[config.mk]
export PLATFORM = sky130hd
export DESIGN_NAME = irq_ipl_pipe
export DESIGN_NICKNAME = d
export VERILOG_FILES = /design/src/rtl/irq_ipl_pkg.sv /design/src/rtl/irq_regs.sv /design/src/rtl/irq_delay.sv /design/src/rtl/irq_pin_enc.sv /design/src/rtl/irq_sampler.sv /design/src/rtl/irq_ipl_pipe.sv
export SDC_FILE = /design/constraint.sdc
export NUM_CORES = 1
export LEC_CHECK = 0
export BUFFER_PORTS_ARGS = -buffer_cell sky130_fd_sc_hd__buf_2
export CELL_PAD_IN_SITES_DETAIL_PLACEMENT = 0
export CELL_PAD_IN_SITES_GLOBAL_PLACEMENT = 2
export CORE_UTILIZATION = 36
export CTS_BUF_LIST = sky130_fd_sc_hd__clkbuf_8
export DETAILED_ROUTE_END_ITERATION = 10
export HOLD_SLACK_MARGIN = 0.1
export PLACE_DENSITY_LB_ADDON = 0.1
export SYNTH_ARGS = -nofsm -noshare
export SYNTH_HDL_FRONTEND = slang
export SYNTH_HIERARCHICAL = 1
export SYNTH_SLANG_ARGS = --single-unit
[constraint.sdc]
create_clock -name clk_i -period 2.95 [get_ports clk_i]
set_clock_uncertainty 0.1 [all_clocks]
set_input_delay 0.1475 -clock clk_i [delete_from_list [all_inputs] [get_ports clk_i]]
set_output_delay 0.1475 -clock clk_i [all_outputs]
set_load 0.03 [all_outputs]
[src/rtl/irq_ipl_pkg.sv]
package irq_ipl_pkg;
  localparam int unsigned NSRC     = 14;
  localparam int unsigned LVL_W    = 3;
  localparam int unsigned PORT_BIT = 3;
  localparam logic [NSRC-1:0] PORT_MASK = NSRC'(1) << PORT_BIT;

  // fixed source-to-level grouping
  function automatic logic [LVL_W-1:0] lvl_of(input logic [NSRC-1:0] p);
    logic [LVL_W-1:0] l;
    if (p[13])            l = 3'd6;
    else if (p[12])       l = 3'd5;
    else if (|p[11:7])    l = 3'd4;
    else if (|p[6:4])     l = 3'd3;
    else if (p[PORT_BIT]) l = 3'd2;
    else if (|p[2:0])     l = 3'd1;
    else                  l = 3'd0;
    return l;
  endfunction
endpackage

[src/rtl/irq_regs.sv]
module irq_regs
  import irq_ipl_pkg::*;
(
  input  logic            clk_i,
  input  logic            rst_ni,
  input  logic            en_wr_i,
  input  logic            req_wr_i,
  input  logic [15:0]     wdata_i,
  input  logic [NSRC-1:0] src_i,
  output logic [NSRC:0]   en_o,
  output logic [NSRC-1:0] req_o
);
  logic [NSRC:0]   en_q;
  logic [NSRC-1:0] req_q, wr_set, wr_clr;

  always_comb begin
    wr_set = (req_wr_i &&  wdata_i[15]) ? wdata_i[NSRC-1:0] : '0;
    wr_clr = (req_wr_i && !wdata_i[15]) ? wdata_i[NSRC-1:0] : '0;
  end

  always_ff @(posedge clk_i or negedge rst_ni) begin
    if (!rst_ni) begin
      en_q  <= '0;
      req_q <= '0;
    end else begin
      if (en_wr_i) en_q <= wdata_i[15] ? (en_q | wdata_i[NSRC:0]) : (en_q & ~wdata_i[NSRC:0]);
      // sources win over a same-cycle acknowledge
      req_q <= (req_q & ~wr_clr) | wr_set | src_i;
    end
  end

  assign en_o  = en_q;
  assign req_o = req_q;
endmodule

[src/rtl/irq_delay.sv]
module irq_delay
  import irq_ipl_pkg::*;
#(
  parameter int unsigned CNT_W = 4
) (
  input  logic             clk_i,
  input  logic             rst_ni,
  input  logic             cck_i,
  input  logic [CNT_W-1:0] pipe_len_i,
  input  logic [NSRC-1:0]  pend_i,
  input  logic [NSRC-1:0]  req_i,
  output logic [NSRC-1:0]  vis_o
);
  logic [NSRC-1:0]  prev_pend_q, prev_req_q, mask_q, mask_nxt, rise, add;
  logic [CNT_W-1:0] cnt_q, cnt_nxt;

  always_comb begin
    rise = pend_i & ~prev_pend_q;
    // level-fed ports bit exposed by unmasking skips the window
    add  = rise & ~(prev_req_q & PORT_MASK);
    mask_nxt = mask_q & pend_i;
    cnt_nxt  = cnt_q;
    if (cck_i && cnt_q != '0) begin
      cnt_nxt = cnt_q - CNT_W'(1);
      if (cnt_q == CNT_W'(1)) mask_nxt = '0;
    end
    if (add != '0) begin
      mask_nxt = mask_nxt | add;
      cnt_nxt  = pipe_len_i;
    end
    if (pipe_len_i == '0) begin
      mask_nxt = '0;
      cnt_nxt  = '0;
    end
  end

  always_ff @(posedge clk_i or negedge rst_ni) begin
    if (!rst_ni) begin
      prev_pend_q <= '0;
      prev_req_q  <= '0;
      mask_q      <= '0;
      cnt_q       <= '0;
    end else begin
      prev_pend_q <= pend_i;
      prev_req_q  <= req_i;
      mask_q      <= mask_nxt;
      cnt_q       <= cnt_nxt;
    end
  end

  assign vis_o = pend_i & ~mask_nxt;
endmodule

[src/rtl/irq_pin_enc.sv]
module irq_pin_enc
  import irq_ipl_pkg::*;
(
  input  logic             clk_i,
  input  logic             rst_ni,
  input  logic [NSRC-1:0]  vis_i,
  output logic [LVL_W-1:0] ipl_n_o
);
  logic [LVL_W-1:0] ipl_n_q;

  always_ff @(posedge clk_i or negedge rst_ni) begin
    if (!rst_ni) ipl_n_q <= '1;
    else         ipl_n_q <= ~lvl_of(vis_i);
  end

  assign ipl_n_o = ipl_n_q;
endmodule

[src/rtl/irq_sampler.sv]
module irq_sampler
  import irq_ipl_pkg::*;
(
  input  logic             clk_i,
  input  logic             rst_ni,
  input  logic             bypass_i,
  input  logic [LVL_W-1:0] ipl_n_i,
  input  logic             bus_cyc_i,
  input  logic             instr_bnd_i,
  input  logic [LVL_W-1:0] ipl_mask_i,
  output logic             take_o,
  output logic [LVL_W-1:0] take_lvl_o
);
  logic [LVL_W-1:0] smp_q, dec_lvl;

  always_ff @(posedge clk_i or negedge rst_ni) begin
    if (!rst_ni)        smp_q <= '0;
    else if (bus_cyc_i) smp_q <= ~ipl_n_i;
  end

  always_comb begin
    dec_lvl    = bypass_i ? ~ipl_n_i : smp_q;
    take_o     = instr_bnd_i && (dec_lvl > ipl_mask_i);
    take_lvl_o = take_o ? dec_lvl : '0;
  end
endmodule

[src/rtl/irq_ipl_pipe.sv]
module irq_ipl_pipe
  import irq_ipl_pkg::*;
#(
  parameter int unsigned CNT_W = 4
) (
  input  logic             clk_i,
  input  logic             rst_ni,
  input  logic             cck_i,
  input  logic [CNT_W-1:0] pipe_len_i,
  input  logic [13:0]      src_i,
  input  logic             en_wr_i,
  input  logic             req_wr_i,
  input  logic [15:0]      wdata_i,
  input  logic             bus_cyc_i,
  input  logic             instr_bnd_i,
  input  logic [2:0]       ipl_mask_i,
  output logic [2:0]       ipl_n_o,
  output logic [13:0]      intreq_o,
  output logic             take_o,
  output logic [2:0]       take_lvl_o
);
  logic [NSRC:0]   en_q;
  logic [NSRC-1:0] req_q, pend, vis;

  irq_regs u_regs (
    .clk_i, .rst_ni, .en_wr_i, .req_wr_i, .wdata_i, .src_i,
    .en_o(en_q), .req_o(req_q)
  );

  assign pend = req_q & en_q[NSRC-1:0] & {NSRC{en_q[NSRC]}};

  irq_delay #(.CNT_W(CNT_W)) u_delay (
    .clk_i, .rst_ni, .cck_i, .pipe_len_i,
    .pend_i(pend), .req_i(req_q), .vis_o(vis)
  );

  irq_pin_enc u_enc (.clk_i, .rst_ni, .vis_i(vis), .ipl_n_o);

  irq_sampler u_smp (
    .clk_i, .rst_ni, .bypass_i(pipe_len_i == '0), .ipl_n_i(ipl_n_o),
    .bus_cyc_i, .instr_bnd_i, .ipl_mask_i, .take_o, .take_lvl_o
  );

  assign intreq_o = req_q;
endmodule

==> results of run 1 <==
==> layout make-up <==
class	count	area, sq um
Clock buffer	13	179
Clock inverter	2	8.76
Fill cell	841	4350
Inverter	18	67.6
Multi-Input combinational cell	191	1380
Sequential cell	68	1710
Tap cell	108	135
Timing Repair Buffer	117	853
==> per-stage QoR <==
step / std cells / total power, mW / cell area, sq um
global route: 517 / 2.66 / 4330
floorplan: 287 / 1.57 / 3220
detailed placement: 453 / 1.74 / 3650
CTS: 517 / 2.53 / 4330
global placement: 453 / 1.74 / 3650
finish: 517 / 2.49 / 4330
==> layout by cell type, fill, tap and decap left out, types with 2 or more instances in the layout <==
cell type	Yosys	final
ha_1	5	5
and2_1	14	14
dlygate4sd3_1	0	49
o22ai_1	2	2
and3_2	4	4
nor2b_1	10	10
a21oi_1	17	17
mux2_2	10	10
a21boi_1	6	6
nand2b_1	2	2
nand3_1	3	3
mux2i_1	4	4
dfstp_2	3	3
buf_2	4	64
dfrtp_1	65	65
nand2_1	30	30
a21boi_0	9	9
and3_1	11	11
a311o_1	14	14
nor2_1	19	19
clkbuf_8	0	13
inv_1	18	19
nor4_1	5	5
mux2_4	10	10
buf_4	2	3
==> cells in the mapped netlist, types with 5 or more instances <==
master | n | area [sq um]
ha_1 | 5 | 62.6
nor2_1 | 19 | 71.3
a21boi_1 | 6 | 45.0
nand2_1 | 30 | 113
a21boi_0 | 9 | 67.6
dfrtp_1 | 65 | 1630
nor4_1 | 5 | 31.3
mux2_4 | 10 | 150
a311o_1 | 14 | 140
mux2_2 | 10 | 113
a21oi_1 | 17 | 85.1
and3_1 | 11 | 68.8
inv_1 | 18 | 67.6
nor2b_1 | 10 | 62.6
and2_1 | 14 | 87.6
==> worst min-delay path, cell delays in order <==
cell	delay [ns]
buf_2	0.20
nand2_1	0.11
mux2_2	0.14
==> logic make-up after synthesis <==
kind of cell / count (synthesis)
AND/OR/NAND/NOR: 104
XOR/XNOR: 1
flip-flops: 68
buffers and inverters: 28
adder cells (fa/ha/maj): 5
AO/OA/AOI/OAI: 57
multiplexers: 24
==> report_power, final <==
group / leakage (nW) / switching (mW) / total (mW) / internal, mW
Combinational: 1.06 / 0.330 / 0.629 / 0.299
Clock: 0.103 / 0.333 / 0.722 / 0.389
Sequential: 0.810 / 0.0713 / 1.14 / 1.07
==> repair_timing <==
item                                    CTS  global route
endpoints found under the setup margin    0             0
hold endpoints to repair                 66             0
resized for setup                         0             0
hold buffers                             49             0
==> worst paths after layout <==
path / slack (ns) / startpoint / endpoint / cells past startpoint
hold reg to reg: 0.32 / u_regs/req_o[3] / u_delay/prev_req_q[3] / 0
setup reg to reg: 0.46 / u_delay/cnt_q[0] / u_enc/ipl_n_o[1] / 10
min in group asynchronous: 0.34 / rst_ni / u_delay/prev_pend_q[6] / 2
max in group asynchronous: 1.76 / rst_ni / asynchronous set/reset pin / 3
hold / removal: 0.19 / en_wr_i / register / 3
setup / recovery: 0.30 / pipe_len_i[1] / take_lvl_o[2] / 11
==> routing by layer <==
metal / up-vias / global-route usage (%) / part of all wire (%)
met2: 65 / 26.2 / 44
li1: 1243 / - / -
met5: - / 0 / 0
met1: 1205 / 25.1 / 50
met3: 11 / 3.29 / 3.5
met4: 0 / 7.35 / 1.7
==> run summary, run 1 <==
final hold vios = 0
critical path arrival = 2.40 ns
CP max stage delay = 0.53 ns
maximum clock path buffer count = 2
Synth cell types = 41
Routed WL = 7.22 mm
worst min-delay path class = primary input to register
global placement routability congestion = 0.740
Power Density = 576 nW/um^2
CTS tree = done
adder-cell share of the synthesized area = 1.94%
Max rail drop VDD = 0.000224 V
die area = 9320 sq um
pin count of the biggest net entering global routing = 36
Period minus WS final = 2.65 ns
TritonCTS Buffers = 9
core region area = 8680 sq um
Via Count = 2524
drt via density = 4.88
CP delay by family, top = buffers and inverters
clk sinks = 68
GR Overflow Total = 0
mux cell area share after synthesis = 9.41%
Slew Limit Headroom = 46.7%
Chip Width = 96.5 microns
# DRC = 0
# H-tree levels = 3
slowest CP cell = dlygate4sd3_1
clock latency at the later pin of the worst-skew pair = 0.34 ns
static leakage = 1.97 nW
worst-path fanout max = 4
Setup WS pre-CTS = 0.451 ns
WHS = 0.191 ns
Layout area overhead = 34.5%
CP Data Required Time = 2.70 ns
Clock transition at path regs = 0.07 ns
I/O pins = 65
main combinational cell family by area after synthesis = simple AND/OR/NAND/NOR gates
Compound-Gate Fraction of Synth Area = 13.7%
Worst Tran Pin Value = 0.800 ns
row cnt = 34
sequential fraction of the synthesis area = 53.0%
Initial Util = 37.1%
vias in the first global route = 2445
Fin Setup TNS = 0 ns
asr flop ratio synth = 100%
Synthesized Nets = 336
ANT nets after route = 0
Detailed Place HPWL = 4.93 mm
Die Y = 96.5 microns
first-pass detailed-route iteration total = 6
postcts setup bufs = 0
flops & latches, synth = 68
Post-synth EDFFs = 0
share of cells above drive strength 1 = 28.6%
WL/cell = 14.0 microns
fin nets = 454
number of diodes = 0
post-layout util = 49.9%
critical path endpoint category = output port
outcome = finished clean
critical path class = primary input to output port
crit path cell chain = dlygate4sd3_1, buf_2, nor4_1, buf_4, nor2_1, a21oi_2, ha_1, nor2b_4, o311ai_4, nor2b_1, buf_2
Final period util = 89.8%
Post-Syn Area per Cell = 11.2 sq um
Cells after Synth = 287
most common cell type on the critical path = buf_2
initial antenna violation count = 0
ys flop type = dfrtp_1
post-synthesis simple-gate area fraction = 17.5%
clock root buffer = clkbuf_8
Post-Synth XOR/XNOR Area = 0.272%
Setup crit start kind = primary input
final setup fails = 0
setup ws final = 0.300 ns
Post-Synthesis Cell Area = 3220 sq um
1st-iter DRT viols = 59
RSZ-0062 raised after global routing = no
first-pass GRT wire length = 12.1 mm
max capacitance violation total = 0
# port buffers = 64
synth warn = 6
max-slew violations = 0
CP bufs+invs = 4
GRT Util Overall = 17.6%
FMAX = 377 MHz
No activity file was read; power rests on OpenSTA's default activity.
==> inputs of run 2 (changes only) <==
--- a/config.mk
+++ b/config.mk
@@ -5,11 +5,13 @@
 export SDC_FILE = /design/constraint.sdc
 export NUM_CORES = 1
 export LEC_CHECK = 0
+export ABC_AREA = 1
 export BUFFER_PORTS_ARGS = -buffer_cell sky130_fd_sc_hd__buf_2
 export CELL_PAD_IN_SITES_DETAIL_PLACEMENT = 0
 export CELL_PAD_IN_SITES_GLOBAL_PLACEMENT = 2
-export CORE_UTILIZATION = 36
+export CORE_UTILIZATION = 33
 export CTS_BUF_LIST = sky130_fd_sc_hd__clkbuf_8
+export CTS_CLUSTER_DIAMETER = 30
 export DETAILED_ROUTE_END_ITERATION = 10
 export HOLD_SLACK_MARGIN = 0.1
 export PLACE_DENSITY_LB_ADDON = 0.1
==> run summary, run 2 <==
Pint = 1.75 mW
Post-synth EDFFs = 0
Synth cell types = 26
Routed WL = 8.89 mm
critical path endpoint category = output port
path depth of the worst reg2reg path = 11
Via Count = 3218
Period minus WS final = 2.48 ns
Detailed Place HPWL = 6.11 mm
# port buffers = 64
RSZ-0062 raised after global routing = no
synth warn = 6
number of diodes = 0
most common cell after layout, fill and taps aside = nand2_1
static leakage = 2.46 nW
core region area = 10300 sq um
first-pass GRT wire length = 15.3 mm
flops & latches, synth = 68
post-CTS sizing = 0
top post-synthesis cells by count = nand2_1, inv_1, dfrtp_1
critical path capture point = take_lvl_o[0]
CP Data Required Time = 2.70 ns
reg2reg setup slack = 0.49 ns
max-slew violations = 0
final hold vios = 0
final setup fails = 0
largest cells by area after synthesis = dfrtp_1, nand2_1, inv_1, nand3_1, nor2_1
top-count cell post-synth = nand2_1
post-synth top area share = 46.2%
DR WL met3 = 217 microns
Post-Layout Inst Area = 4760 sq um
# DRC = 0
most frequent cells in the layout = nand2_1, inv_1, dfrtp_1
worst min-delay path class = primary input to asynchronous set/reset pin
worst-path fanout max = 4
sequential fraction of the synthesis area = 48.5%
asr flop ratio synth = 100%
first-pass detailed-route iteration total = 4
Clock Power Share = 28.3%
I/O pins = 65
Tot Pwr = 2.63 mW
Worst Setup SP = pipe_len_i[1]
Clock transition at path regs = 0.07 ns
Post-Synthesis Cell Area = 3520 sq um
Max rail drop VDD = 0.000222 V
Top Metal Used = met4
CTS tree = done
Setup crit start kind = primary input
NetSw = 0.877 mW
Final period util = 84.2%
initial antenna violation count = 0
Cells after Synth = 467
FMAX = 402 MHz
row cnt = 37
maximum clock path buffer count = 2
fin nets = 646
WL/cell = 12.1 microns
postcts setup bufs = 0
ANT nets after route = 0
Layout area overhead = 35.4%
DP Area = 3940 sq um
vias in the first global route = 3178
ys flop type = dfrtp_1
Slew Limit Headroom = 52.6%
Fin Setup TNS = 0 ns
Initial Util = 34.1%
Worst Tran Pin Value = 0.710 ns
clock root buffer = clkbuf_8
Metal-1 WL = 4.64 mm
pin count of the biggest net entering global routing = 38
post-synth top area cell = dfrtp_1
capturing point of the worst reg2reg path = u_delay/cnt_q[2]
Sequential Power Share = 43.7%
clk sinks = 68
Synthesized Nets = 516
Chip Width = 105 microns
Filler Cell Count = 1056
Power Density = 552 nW/um^2
drt via density = 4.37
Post-Syn Area per Cell = 7.53 sq um
critical path arrival = 2.24 ns
max capacitance violation total = 0
routed wl met2 = 3.93 mm
1st-iter DRT viols = 86
clock latency at the later pin of the worst-skew pair = 0.33 ns
Gate power share = 28.0%
GR Overflow Total = 0
die area = 11100 sq um
hold_buf cts = 64
critical path class = primary input to output port
Die Y = 105 microns
switching portion of total power = 33.4%
share of cells above drive strength 1 = 18.0%
# H-tree levels = 3
global placement routability congestion = 0.744
TritonCTS Buffers = 9
GRT Util Overall = 17.6%
outcome = finished clean
==> run 2: cell types whose count changed after synthesis, sizes merged, moves of 7 or more <==
cell,change
a21boi,-15
a311o,-14
and2,-14
and3,-15
inv,+65
mux2,-20
nand2,+124
nand3,+43
nor2,+34
nor2b,-12
nor4,-7
o21ai,+20
==> run 2: critical path, cell delays in order <==
cell	delay (ns)
dlygate4sd3_1	0.54
buf_2	0.14
inv_1	0.04
nand2_1	0.04
nor2_1	0.19
inv_2	0.09
nand2_1	0.08
o21ai_2	0.07
ha_1	0.31
a21oi_1	0.17
nand2_1	0.06
nand2_1	0.12
nor2_1	0.05
buf_2	0.18
==> run 2: area by class of cell <==
| cell class | count | area [sq um] | share of cell area [%] |
|---|---|---|---|
| repair buffers | 130 | 976 | 20.5 |
| well taps | 136 | 170 | 3.57 |
| clock inverters | 5 | 46.3 | 0.972 |
| flip-flops and latches | 68 | 1710 | 35.8 |
| inverters | 83 | 312 | 6.54 |
| clock buffers | 10 | 138 | 2.89 |
| multi-input cells | 305 | 1410 | 29.7 |
==> run 2: worst min path at each step <==
stage,slack [ns],endpoint,start,cells after the start
finish,0.12,u_regs/req_o[9],rst_ni,2
detailed placement,-0.06,u_delay/mask_q[11],rst_ni,1
global placement,-0.06,asynchronous set/reset pin,rst_ni,1
global route,0.13,u_regs/req_o[9],rst_ni,2
floorplan,-0.25,u_delay/cnt_q[0],rst_ni,0
CTS,0.10,u_delay/cnt_q[3],cck_i,4
==> run 2: metal layers <==
layer | vias up | GRT usage (%)
met5 | - | 0
li1 | 1685 | -
met1 | 1468 | 25.0
met4 | 0 | 6.94
met3 | 10 | 2.54
met2 | 55 | 27.1
==> run 2: through the flow <==
step	setup slack (ns)	utilization [%]	std cells	hold WS (ns)
3_3_place_gp	0.873	38.1	658	-0.0619
4_1_cts	0.449	46.1	737	0.100
6_report	0.465	46.1	737	0.117
5_1_grt	0.253	46.1	737	0.131
3_5_place_dp	0.836	38.1	658	-0.0594
2_1_floorplan	1.03	-	467	-0.248
==> run 2: power groups by stage <==
| stage | Sequential [mW] | Clock (mW) | Combinational [mW] |
|---|---|---|---|
| 2_1_floorplan | 1.19 | 0 | 0.443 |
| 3_3_place_gp | 1.17 | 0 | 0.658 |
| 3_5_place_dp | 1.17 | 0 | 0.663 |
| 4_1_cts | 1.15 | 0.761 | 0.742 |
| 5_1_grt | 1.17 | 0.807 | 0.844 |
| 6_report | 1.15 | 0.743 | 0.735 |
==> run 2: cells by family after synthesis <==
group	count (synthesis)	synth area share [%]
simple gates	261	31.4
xor+xnor	2	0.498
fa+ha+maj	5	1.78
buf+inv	94	11.3
flops	68	48.5
compound gates	37	6.55
==> inputs of run 3 (changes only) <==
--- a/config.mk
+++ b/config.mk
@@ -9,7 +9,7 @@
 export BUFFER_PORTS_ARGS = -buffer_cell sky130_fd_sc_hd__buf_2
 export CELL_PAD_IN_SITES_DETAIL_PLACEMENT = 0
 export CELL_PAD_IN_SITES_GLOBAL_PLACEMENT = 2
-export CORE_UTILIZATION = 33
+export CORE_UTILIZATION = 29
 export CTS_BUF_LIST = sky130_fd_sc_hd__clkbuf_8
 export CTS_CLUSTER_DIAMETER = 30
 export DETAILED_ROUTE_END_ITERATION = 10
==> constraint.sdc (replaced) <==
create_clock -name clk_i -period 2.19 [get_ports clk_i]
set_clock_uncertainty 0.1 [all_clocks]
set_input_delay 0.1095 -clock clk_i [delete_from_list [all_inputs] [get_ports clk_i]]
set_output_delay 0.1095 -clock clk_i [all_outputs]
set_load 0.03 [all_outputs]
==> run summary, run 3 (same netlist as run 2, synthesis figures left out) <==
Finished Layout Cells = 763
TritonCTS Buffers = 9
reg2reg setup slack = 0.23 ns
Via Count = 3339
initial antenna violation count = 0
final setup fails = 0
register area = 1710 sq um
Setup WS pre-CTS = 0.0871 ns
first-pass detailed-route iteration total = 5
most frequent cells in the layout = nand2_1, inv_1, dlygate4sd3_1
first-pass GRT wire length = 15.8 mm
Filler Cell Count = 1223
row cnt = 39
critical path class = register to output port
Period minus WS final = 2.05 ns
Routed WL = 9.57 mm
Power Density = 729 nW/um^2
Max rail drop VDD = 0.000253 V
Detailed Place HPWL = 6.32 mm
clk sinks = 68
die area = 12600 sq um
Die Y = 112 microns
pin count of the biggest net entering global routing = 69
FMAX = 488 MHz
static leakage = 2.54 nW
dpl cells = 671
WHS Path Cells = 3
GRT Util Overall = 16.3%
Slew Limit Headroom = 61.8%
# port buffers = 64
final hold vios = 0
most common cell after layout, fill and taps aside = nand2_1
CP delay by family, top = flip-flops
setup ws final = 0.143 ns
critical path arrival = 1.84 ns
core region area = 11600 sq um
slowest CP cell = dfstp_2
worst min-delay path class = primary input to register
Layout area overhead = 43.5%
ANT nets after route = 0
critical path endpoint category = output port
# H-tree levels = 3
CP Data Required Time = 1.98 ns
Final period util = 93.5%
min-delay src = en_wr_i
fin nets = 665
GR Overflow Total = 0
Tot Pwr = 3.68 mW
max capacitance violation total = 0
outcome = finished clean
CTS tree = done
clock root buffer = clkbuf_8
I/O pins = 65
Multi-input gate area = 1500 sq um
vias in the first global route = 3225
crit path cell chain = nand2_2, o21ai_2, ha_1, nand3_1, nand2_1, inv_1, nand2_2, nor2_1, buf_4
number of diodes = 0
CP max stage delay = 0.57 ns
path depth of the worst reg2reg path = 14
Post-Layout Inst Area = 5050 sq um
Clock transition at path regs = 0.07 ns
most common cell type on the critical path = nand2_2
WL/cell = 12.5 microns
worst r2r src = u_delay/cnt_q[0]
share of cells above drive strength 1 = 20.6%
drt via density = 4.38
CP bufs+invs = 2
Initial Util = 30.3%
max-slew violations = 0
maximum clock path buffer count = 2
Chip Width = 112 microns
global placement routability congestion = 0.749
capturing point of the worst reg2reg path = u_enc/ipl_n_o[0]
Fin Setup TNS = 0 ns
RSZ-0062 raised after global routing = yes
DP Area = 4000 sq um
Setup crit start kind = register
clock latency at the later pin of the worst-skew pair = 0.35 ns
1st-iter DRT viols = 151
# DRC = 0
worst-path fanout max = 4
Worst Tran Pin Value = 0.573 ns
[run 3: cell count changes in the layout (fill, tap and decap cells not counted), sizes merged]
cell | previous run | this run
buf | 66 | 73
clkbuf | 10 | 13
nand4 | 6 | 7
inv | 86 | 84
dlygate4sd3 | 64 | 75
bufinv | 1 | 0
[run 3: final cells by class]
| class | count | area share (%) |
|---|---|---|
| timing repair buffer | 148 | 23.0 |
| inverter | 83 | 6.22 |
| clock inverter | 2 | 0.174 |
| tap | 143 | 3.55 |
| clock buffer | 13 | 3.55 |
| sequential | 68 | 33.8 |
| multi-input combinational | 306 | 29.7 |
[run 3: worst max path at each step]
| stage | slack, ns | end | cells past startpoint | start |
|---|---|---|---|---|
| after floorplan | 0.30 | take_lvl_o[0] | 8 | u_enc/ipl_n_o[0] |
| after global placement | 0.15 | u_enc/ipl_n_o[0] | 14 | u_delay/cnt_q[0] |
| after detailed placement | 0.09 | u_enc/ipl_n_o[1] | 13 | u_delay/cnt_q[0] |
| after CTS | 0.01 | take_lvl_o[0] | 7 | u_enc/ipl_n_o[2] |
| after global routing | 0.01 | take_lvl_o[2] | 9 | u_enc/ipl_n_o[0] |
| final | 0.14 | take_lvl_o[2] | 9 | u_enc/ipl_n_o[0] |
[run 3: repair_timing]
| item | CTS | global route |
|---|---|---|
| endpoints found under the hold margin | 104 | 0 |
| gates cloned | 0 | 1 |
| gates resized for setup | 5 | 14 |
| pin swaps | 0 | 5 |
| hold buffers | 75 | 0 |
| setup buffers | 0 | 1 |
| endpoints found under the setup margin | 4 | 9 |
[run 3: per-layer routing]
metal  track usage, %  vias to the layer above  wire [microns]
met5                0                        -               0
met4             6.93                        0             134
met3             3.02                       10             409
met2             25.7                       74            4250
met1             22.1                     1531            4770
li1                 -                     1724               -
[run 3: stage by stage]
step / hold slack [ns] / util (%)
floorplan: -0.286 / -
global placement: 0.0731 / 34.5
detailed placement: 0.0669 / 34.5
CTS: 0.102 / 42.6
global route: 0.120 / 43.4
finish: 0.104 / 43.4
[run 3: worst reg2reg max path, stage by stage (launching register included)]
cell and delay (ns):
dfrtp_1 0.40, inv_1 0.08, ha_1 0.23, nand2_2 0.14, nand4_2 0.26, nand3_1 0.16, a21oi_1 0.09, nor2_1 0.09
inv_1 0.04, nand2_1 0.07, nand2_1 0.05, nand2_1 0.05, nand2_1 0.05, nand2_1 0.05, nand2_1 0.04
[run 3: power breakdown]
group          internal [mW]  leakage, nW  switching [mW]  total (mW)
clock network          0.524        0.103           0.478        1.00
logic                  0.449         1.61           0.666        1.11
registers               1.43        0.822           0.127        1.56
total                   2.41         2.54            1.27        3.68
